===== config.mk =====
export PLATFORM = sky130hd
export DESIGN_NAME = can_bit_tx
export DESIGN_NICKNAME = d
export VERILOG_FILES = /design/src/rtl/can_tx_pkg.sv /design/src/rtl/can_run_tracker.sv /design/src/rtl/can_bit_judge.sv /design/src/rtl/can_bit_tx.sv
export SDC_FILE = /design/constraint.sdc
export NUM_CORES = 1
export LEC_CHECK = 0
export BUFFER_PORTS_ARGS = -buffer_cell sky130_fd_sc_hd__buf_4
export CAP_MARGIN = 15
export CELL_PAD_IN_SITES_DETAIL_PLACEMENT = 0
export CELL_PAD_IN_SITES_GLOBAL_PLACEMENT = 1
export CORE_ASPECT_RATIO = 1.2
export CORE_MARGIN = 5
export CORE_UTILIZATION = 44
export CTS_CLUSTER_DIAMETER = 50
export DETAILED_ROUTE_END_ITERATION = 7
export PLACE_DENSITY_LB_ADDON = 0.3
export REMOVE_ABC_BUFFERS = 1
export SETUP_SLACK_MARGIN = 0.2
export SLEW_MARGIN = 25
export SYNTH_ARGS = -nofsm -noshare
export SYNTH_HDL_FRONTEND = slang
export SYNTH_HIERARCHICAL = 1
export SYNTH_SLANG_ARGS = --single-unit
export TNS_END_PERCENT = 10

===== constraint.sdc =====
create_clock -name clk -period 6.1 [get_ports clk]
set_input_delay 0.915 -clock clk [delete_from_list [all_inputs] [get_ports clk]]
set_output_delay 0.915 -clock clk [all_outputs]
set_load 0.1 [all_outputs]

===== src/rtl/can_tx_pkg.sv =====
package can_tx_pkg;

    typedef enum logic [1:0] {
        FLD_ARB     = 2'b00,
        FLD_CTRL    = 2'b01,
        FLD_FIXED   = 2'b10,
        FLD_FIXED_X = 2'b11
    } field_e;

    typedef enum logic [1:0] {
        ST_IDLE,
        ST_SEND,
        ST_STUFF
    } state_e;

    // stuffed fields are the arbitration and the stuffed control/data/CRC fields
    function automatic logic fld_is_stuffed(input logic [1:0] fld);
        return !fld[1];
    endfunction

endpackage


===== src/rtl/can_run_tracker.sv =====
module can_run_tracker #(
    parameter int RUN_LIMIT = 5
) (
    input  logic clk,
    input  logic rst,
    input  logic clear,
    input  logic cur_bit,
    input  logic cur_stuffed,
    input  logic adv_data,
    input  logic adv_stuff,
    output logic stuff_due,
    output logic stuff_val
);
    localparam int CNT_W = $clog2(RUN_LIMIT + 1) + 1;

    logic [CNT_W-1:0] cnt_q;
    logic [CNT_W-1:0] cnt_nxt;
    logic             val_q;

    always_comb begin
        if (cnt_q != '0 && cur_bit == val_q) begin
            cnt_nxt = cnt_q + 1'b1;
        end else begin
            cnt_nxt = CNT_W'(1);
        end
        stuff_due = cur_stuffed && (cnt_nxt == CNT_W'(RUN_LIMIT));
        stuff_val = ~val_q;
    end

    always_ff @(posedge clk) begin
        if (rst || clear) begin
            cnt_q <= '0;
            val_q <= 1'b1;
        end else if (adv_stuff) begin
            cnt_q <= CNT_W'(1);
            val_q <= ~val_q;
        end else if (adv_data) begin
            if (cur_stuffed) begin
                cnt_q <= cnt_nxt;
                val_q <= cur_bit;
            end else begin
                cnt_q <= '0;
            end
        end
    end

endmodule


===== src/rtl/can_bit_judge.sv =====
module can_bit_judge
    import can_tx_pkg::*;
(
    input  logic       active,
    input  logic       lost,
    input  logic [1:0] field,
    input  logic       tx_bit,
    input  logic       rx_bit,
    output logic       lose_now,
    output logic       err_now
);
    logic in_arb;

    always_comb begin
        in_arb   = (field == FLD_ARB);
        lose_now = active && !lost && in_arb && tx_bit && !rx_bit;
        err_now  = active && !lost && !in_arb && (tx_bit != rx_bit);
    end

endmodule


===== src/rtl/can_bit_tx.sv =====
module can_bit_tx
    import can_tx_pkg::*;
#(
    parameter int RUN_LIMIT = 5,
    parameter int FIELD_W   = 2
) (
    input  logic               clk,
    input  logic               rst,
    input  logic               in_valid,
    output logic               in_ready,
    input  logic               in_bit,
    input  logic [FIELD_W-1:0] in_field,
    input  logic               in_last,
    output logic               tx_o,
    input  logic               rx_i,
    output logic               arb_lost,
    output logic               bit_err
);
    state_e             state_q, state_d;
    logic               cur_bit_q;
    logic [FIELD_W-1:0] cur_field_q;
    logic               cur_last_q;
    logic               lost_q;
    logic               err_q;

    logic stuff_due, stuff_val;
    logic adv_data, adv_stuff;
    logic take;
    logic lose_now, err_now;
    logic active;

    can_run_tracker #(
        .RUN_LIMIT(RUN_LIMIT)
    ) u_run (
        .clk        (clk),
        .rst        (rst),
        .clear      (state_q == ST_IDLE),
        .cur_bit    (cur_bit_q),
        .cur_stuffed(fld_is_stuffed(cur_field_q[1:0])),
        .adv_data   (adv_data),
        .adv_stuff  (adv_stuff),
        .stuff_due  (stuff_due),
        .stuff_val  (stuff_val)
    );

    can_bit_judge u_judge (
        .active  (active),
        .lost    (lost_q),
        .field   (cur_field_q[1:0]),
        .tx_bit  (tx_o),
        .rx_bit  (rx_i),
        .lose_now(lose_now),
        .err_now (err_now)
    );

    // next-state logic
    always_comb begin
        state_d   = state_q;
        adv_data  = 1'b0;
        adv_stuff = 1'b0;
        unique case (state_q)
            ST_IDLE: begin
                if (in_valid) state_d = ST_SEND;
            end
            ST_SEND: begin
                if (stuff_due) begin
                    state_d  = ST_STUFF;
                    adv_data = 1'b1;
                end else if (cur_last_q) begin
                    state_d  = ST_IDLE;
                    adv_data = 1'b1;
                end else if (in_valid) begin
                    state_d  = ST_SEND;
                    adv_data = 1'b1;
                end
            end
            ST_STUFF: begin
                if (cur_last_q) begin
                    state_d   = ST_IDLE;
                    adv_stuff = 1'b1;
                end else if (in_valid) begin
                    state_d   = ST_SEND;
                    adv_stuff = 1'b1;
                end
            end
            default: state_d = ST_IDLE;
        endcase
    end

    // outputs
    always_comb begin
        active   = (state_q != ST_IDLE);
        in_ready = 1'b0;
        tx_o     = 1'b1;
        unique case (state_q)
            ST_IDLE: begin
                in_ready = 1'b1;
                tx_o     = 1'b1;
            end
            ST_SEND: begin
                in_ready = !stuff_due && !cur_last_q;
                tx_o     = lost_q ? 1'b1 : cur_bit_q;
            end
            ST_STUFF: begin
                in_ready = !cur_last_q;
                tx_o     = lost_q ? 1'b1 : stuff_val;
            end
            default: begin
                in_ready = 1'b0;
                tx_o     = 1'b1;
            end
        endcase
        take     = in_valid && in_ready;
        arb_lost = lost_q;
        bit_err  = err_q;
    end

    // state register and frame datapath
    always_ff @(posedge clk) begin
        if (rst) begin
            state_q     <= ST_IDLE;
            cur_bit_q   <= 1'b1;
            cur_field_q <= '0;
            cur_last_q  <= 1'b0;
            lost_q      <= 1'b0;
            err_q       <= 1'b0;
        end else begin
            state_q <= state_d;
            err_q   <= err_now;
            if (take) begin
                cur_bit_q   <= in_bit;
                cur_field_q <= in_field;
                cur_last_q  <= in_last;
            end
            if (state_d == ST_IDLE) begin
                lost_q <= 1'b0;
            end else if (lose_now) begin
                lost_q <= 1'b1;
            end
        end
    end

endmodule


==> impl_metrics.json <==
{
  "hp-class": "reg -> reg",
  "rsz0062_at_grt": "false",
  "reg2reg_to": "cur_field_q[1]",
  "cts_sinks": 13,
  "syn_avg_cell_area_sq_um": 9.08,
  "cp-endpoint": "in_ready",
  "ctsResizeCount": 0,
  "synthArstFlopShare": 0,
  "pwr-share-comb": 0.220,
  "grt_pass1_vias": 715,
  "reg2reg_from": "u_run/cnt_q[0]",
  "power.leakage_nw": 0.387,
  "whs_ps": 511,
  "cts_buffers": 3,
  "cts_tree": "yes",
  "cts_hold_buf": 0,
  "synth.most_common_cell": "dfxtp_1",
  "p_clk_frac": 0.287,
  "drc": 0,
  "drive_gt1_frac": 0.200,
  "synth_common_cells": "dfxtp_1, nor2_1, inv_1",
  "ys_top_cells_by_area": "dfxtp_1, ha_1, a2111oi_4, mux2i_1, nor2_1",
  "yosys_warnings": 6,
  "maxSlewHeadroom": 0.660,
  "die_w_um": 49.3,
  "fin_area_sq_um": 950,
  "die_y_um": 57.2,
  "path_max_fanout": 4,
  "dp.cells": 120,
  "cap_viol_max_count": 0,
  "peakVddDrop_mv": 0.107,
  "power_switching_share": 0.307,
  "hpwl_mm": 1.31,
  "n_antenna_cell": 0,
  "ctsRootBufferMaster": "clkbuf_4",
  "num_rows": 17,
  "nets": 120,
  "regArea_sq_um": 260,
  "postRouteAntennaNets": 0,
  "grt_max_degree": 11,
  "status": "finished, final reports clean",
  "worstMarginPinSlew_ps": 510,
  "synth.top_cell.area_share": 0.319,
  "end_kind": "output port",
  "cts_setup_buffers": 0,
  "period_needed_ps": 3230,
  "portBuffers": 11,
  "cp-start-kind": "flip-flop",
  "die_area_sq_um": 2820,
  "holdPathStages": 2,
  "ff2ff_setup_slack_ps": 3780,
  "final_hold_viol_count": 0,
  "routed_via_density": 5.35,
  "grt_antenna_before_repair": 0,
  "grt-ovfl-total": 0,
  "gp_congestion": 0.718,
  "grt_pass1_wl_mm": 2.78,
  "arrival_ps": 2320,
  "skew_ps": 0.599,
  "place_area_sq_um": 923,
  "fin_tns_setup_ps": 0,
  "powerDensity_nw_per_um2": 195,
  "ys_seq_area_frac": 0.319,
  "grt_use_total": 0.124,
  "multi_input_area_sq_um": 527,
  "r2r_cells": 9,
  "finalSetupViolCount": 0,
  "crit_type": "reg -> out",
  "clk_pin_slew_ps": 80,
  "dr.pass1.iters": 3,
  "syn_area_sq_um": 817,
  "pwr-share-seq": 0.493,
  "fin_crit_sh": 0.530,
  "nFillCells": 167,
  "cp_data_required_time_ps": 5180,
  "wl_per_cell_um": 13.1,
  "syn_inst": 90,
  "synth.ff_latch_count": 13,
  "total_power_mw": 0.185,
  "p_switching_mw": 0.0568,
  "vias": 663,
  "drt_wl_total_mm": 1.62,
  "clockBufferDepth": 2,
  "drtIter0Drc": 14,
  "layout.cells.non_filler": 124,
  "clock_latency_ps": 270,
  "synth.distinct_cells": 32,
  "post-synth-top-area-cell": "dfxtp_1",
  "ctsHtreeMaxLevel": 1,
  "internal-power_mw": 0.128,
  "startpoint": "u_run/cnt_q[0]",
  "synthFlopType": "dfxtp_1",
  "synth_edf_count": 0,
  "timing.fmax_mhz": 309,
  "synthToLayoutAreaGrowth_pct": 16.2,
  "drv_slew": 0,
  "initial_core_util": 0.452,
  "core_region_area_sq_um": 1810,
  "io_pins": 12
}
-- critical path, cell delays in order (launching register included) --
cell	delay, ps
dfxtp_1	350
inv_1	100
ha_1	140
nor3b_1	320
nor3b_2	120
and3_1	190
nand2b_1	200
a211oi_1	280
buf_4	350
-- how the worst min path moves through the flow --
| stage | start | endpoint |
|---|---|---|
| final | u_run/cnt_q[1] | u_run/cnt_q[1] |
| after global routing | cur_field_q[0] | cur_field_q[0] |
| after CTS | u_run/cnt_q[1] | u_run/cnt_q[1] |
| after detailed placement | u_run/cnt_q[1] | u_run/cnt_q[1] |
| after global placement | u_run/cnt_q[1] | u_run/cnt_q[1] |
| after floorplan | u_run/cnt_q[1] | u_run/cnt_q[1] |
-- power by group through the flow --
stage	clock network (mW)	registers (mW)	logic, mW
final	0.0532	0.0914	0.0407
after global routing	0.0605	0.0919	0.0440
after CTS	0.0552	0.0913	0.0410
after detailed placement	0	0.0934	0.0408
after global placement	0	0.0932	0.0405
after floorplan	0	0.0948	0.0279
-- registers in the layout, indices dropped and copies added, names as in the netlist --
signal       count
u_run/cnt_q      4
cur_field_q      2
bit_err          1
arb_lost         1
cur_last_q       1
state_q          2
u_run/val_q      1
cur_bit_q        1
-- metal layers --
metal,vias up,GRT usage,routed length (um)
li1,343,-,-
met1,308,0.116,688
met2,10,0.243,856
met3,2,0.0209,60
met4,0,0.0692,18
met5,-,0,0
-- cells by family after synthesis --
| logic type | synth area share |
|---|---|
| AND/OR/NAND/NOR | 0.291 |
| XOR/XNOR | 0.0322 |
| flip-flops | 0.319 |
| multiplexers | 0.0628 |
| adder cells (fa/ha/maj) | 0.0919 |
| buffers and inverters | 0.0368 |
| AO/OA/AOI/OAI | 0.167 |
-- placed cells by master, fill, tap and decap left out, drive strengths merged --
master | synthesis | layout
dfxtp | 13 | 13
buf | 0 | 11
nor2 | 9 | 9
inv | 8 | 8
ha | 6 | 6
nand2b | 5 | 5
nand2 | 5 | 5
nor3 | 5 | 5
mux2i | 4 | 4
a21oi | 4 | 4
nor3b | 4 | 4
clkbuf | 0 | 4
nor2b | 3 | 3
o21ai | 3 | 3
o21a | 2 | 2
a2111oi | 2 | 2
xor2 | 2 | 2
nand3 | 2 | 2
or3 | 2 | 2
a211oi | 1 | 1
nand3b | 1 | 1
o31a | 1 | 1
o22a | 1 | 1
xnor2 | 1 | 1
nor4 | 1 | 1
and3 | 1 | 1
or2b | 1 | 1
o22ai | 1 | 1
and2 | 1 | 1
mux2 | 1 | 1
-- area by class of cell --
class                   count  area share
multi-input cells          69       0.555
flip-flops and latches     13       0.274
repair buffers             11      0.0870
inverters                   8      0.0316
clock buffers               4      0.0277
well taps                  19      0.0250
-- metrics by stage --
stage | setup slack [ps] | utilization
3_5_place_dp | 3210 | 0.511
2_1_floorplan | 1710 | -
3_3_place_gp | 3280 | 0.511
4_1_cts | 2870 | 0.525
6_report | 2870 | 0.525
5_1_grt | 2680 | 0.525
Power figures use the tool's default switching activity.
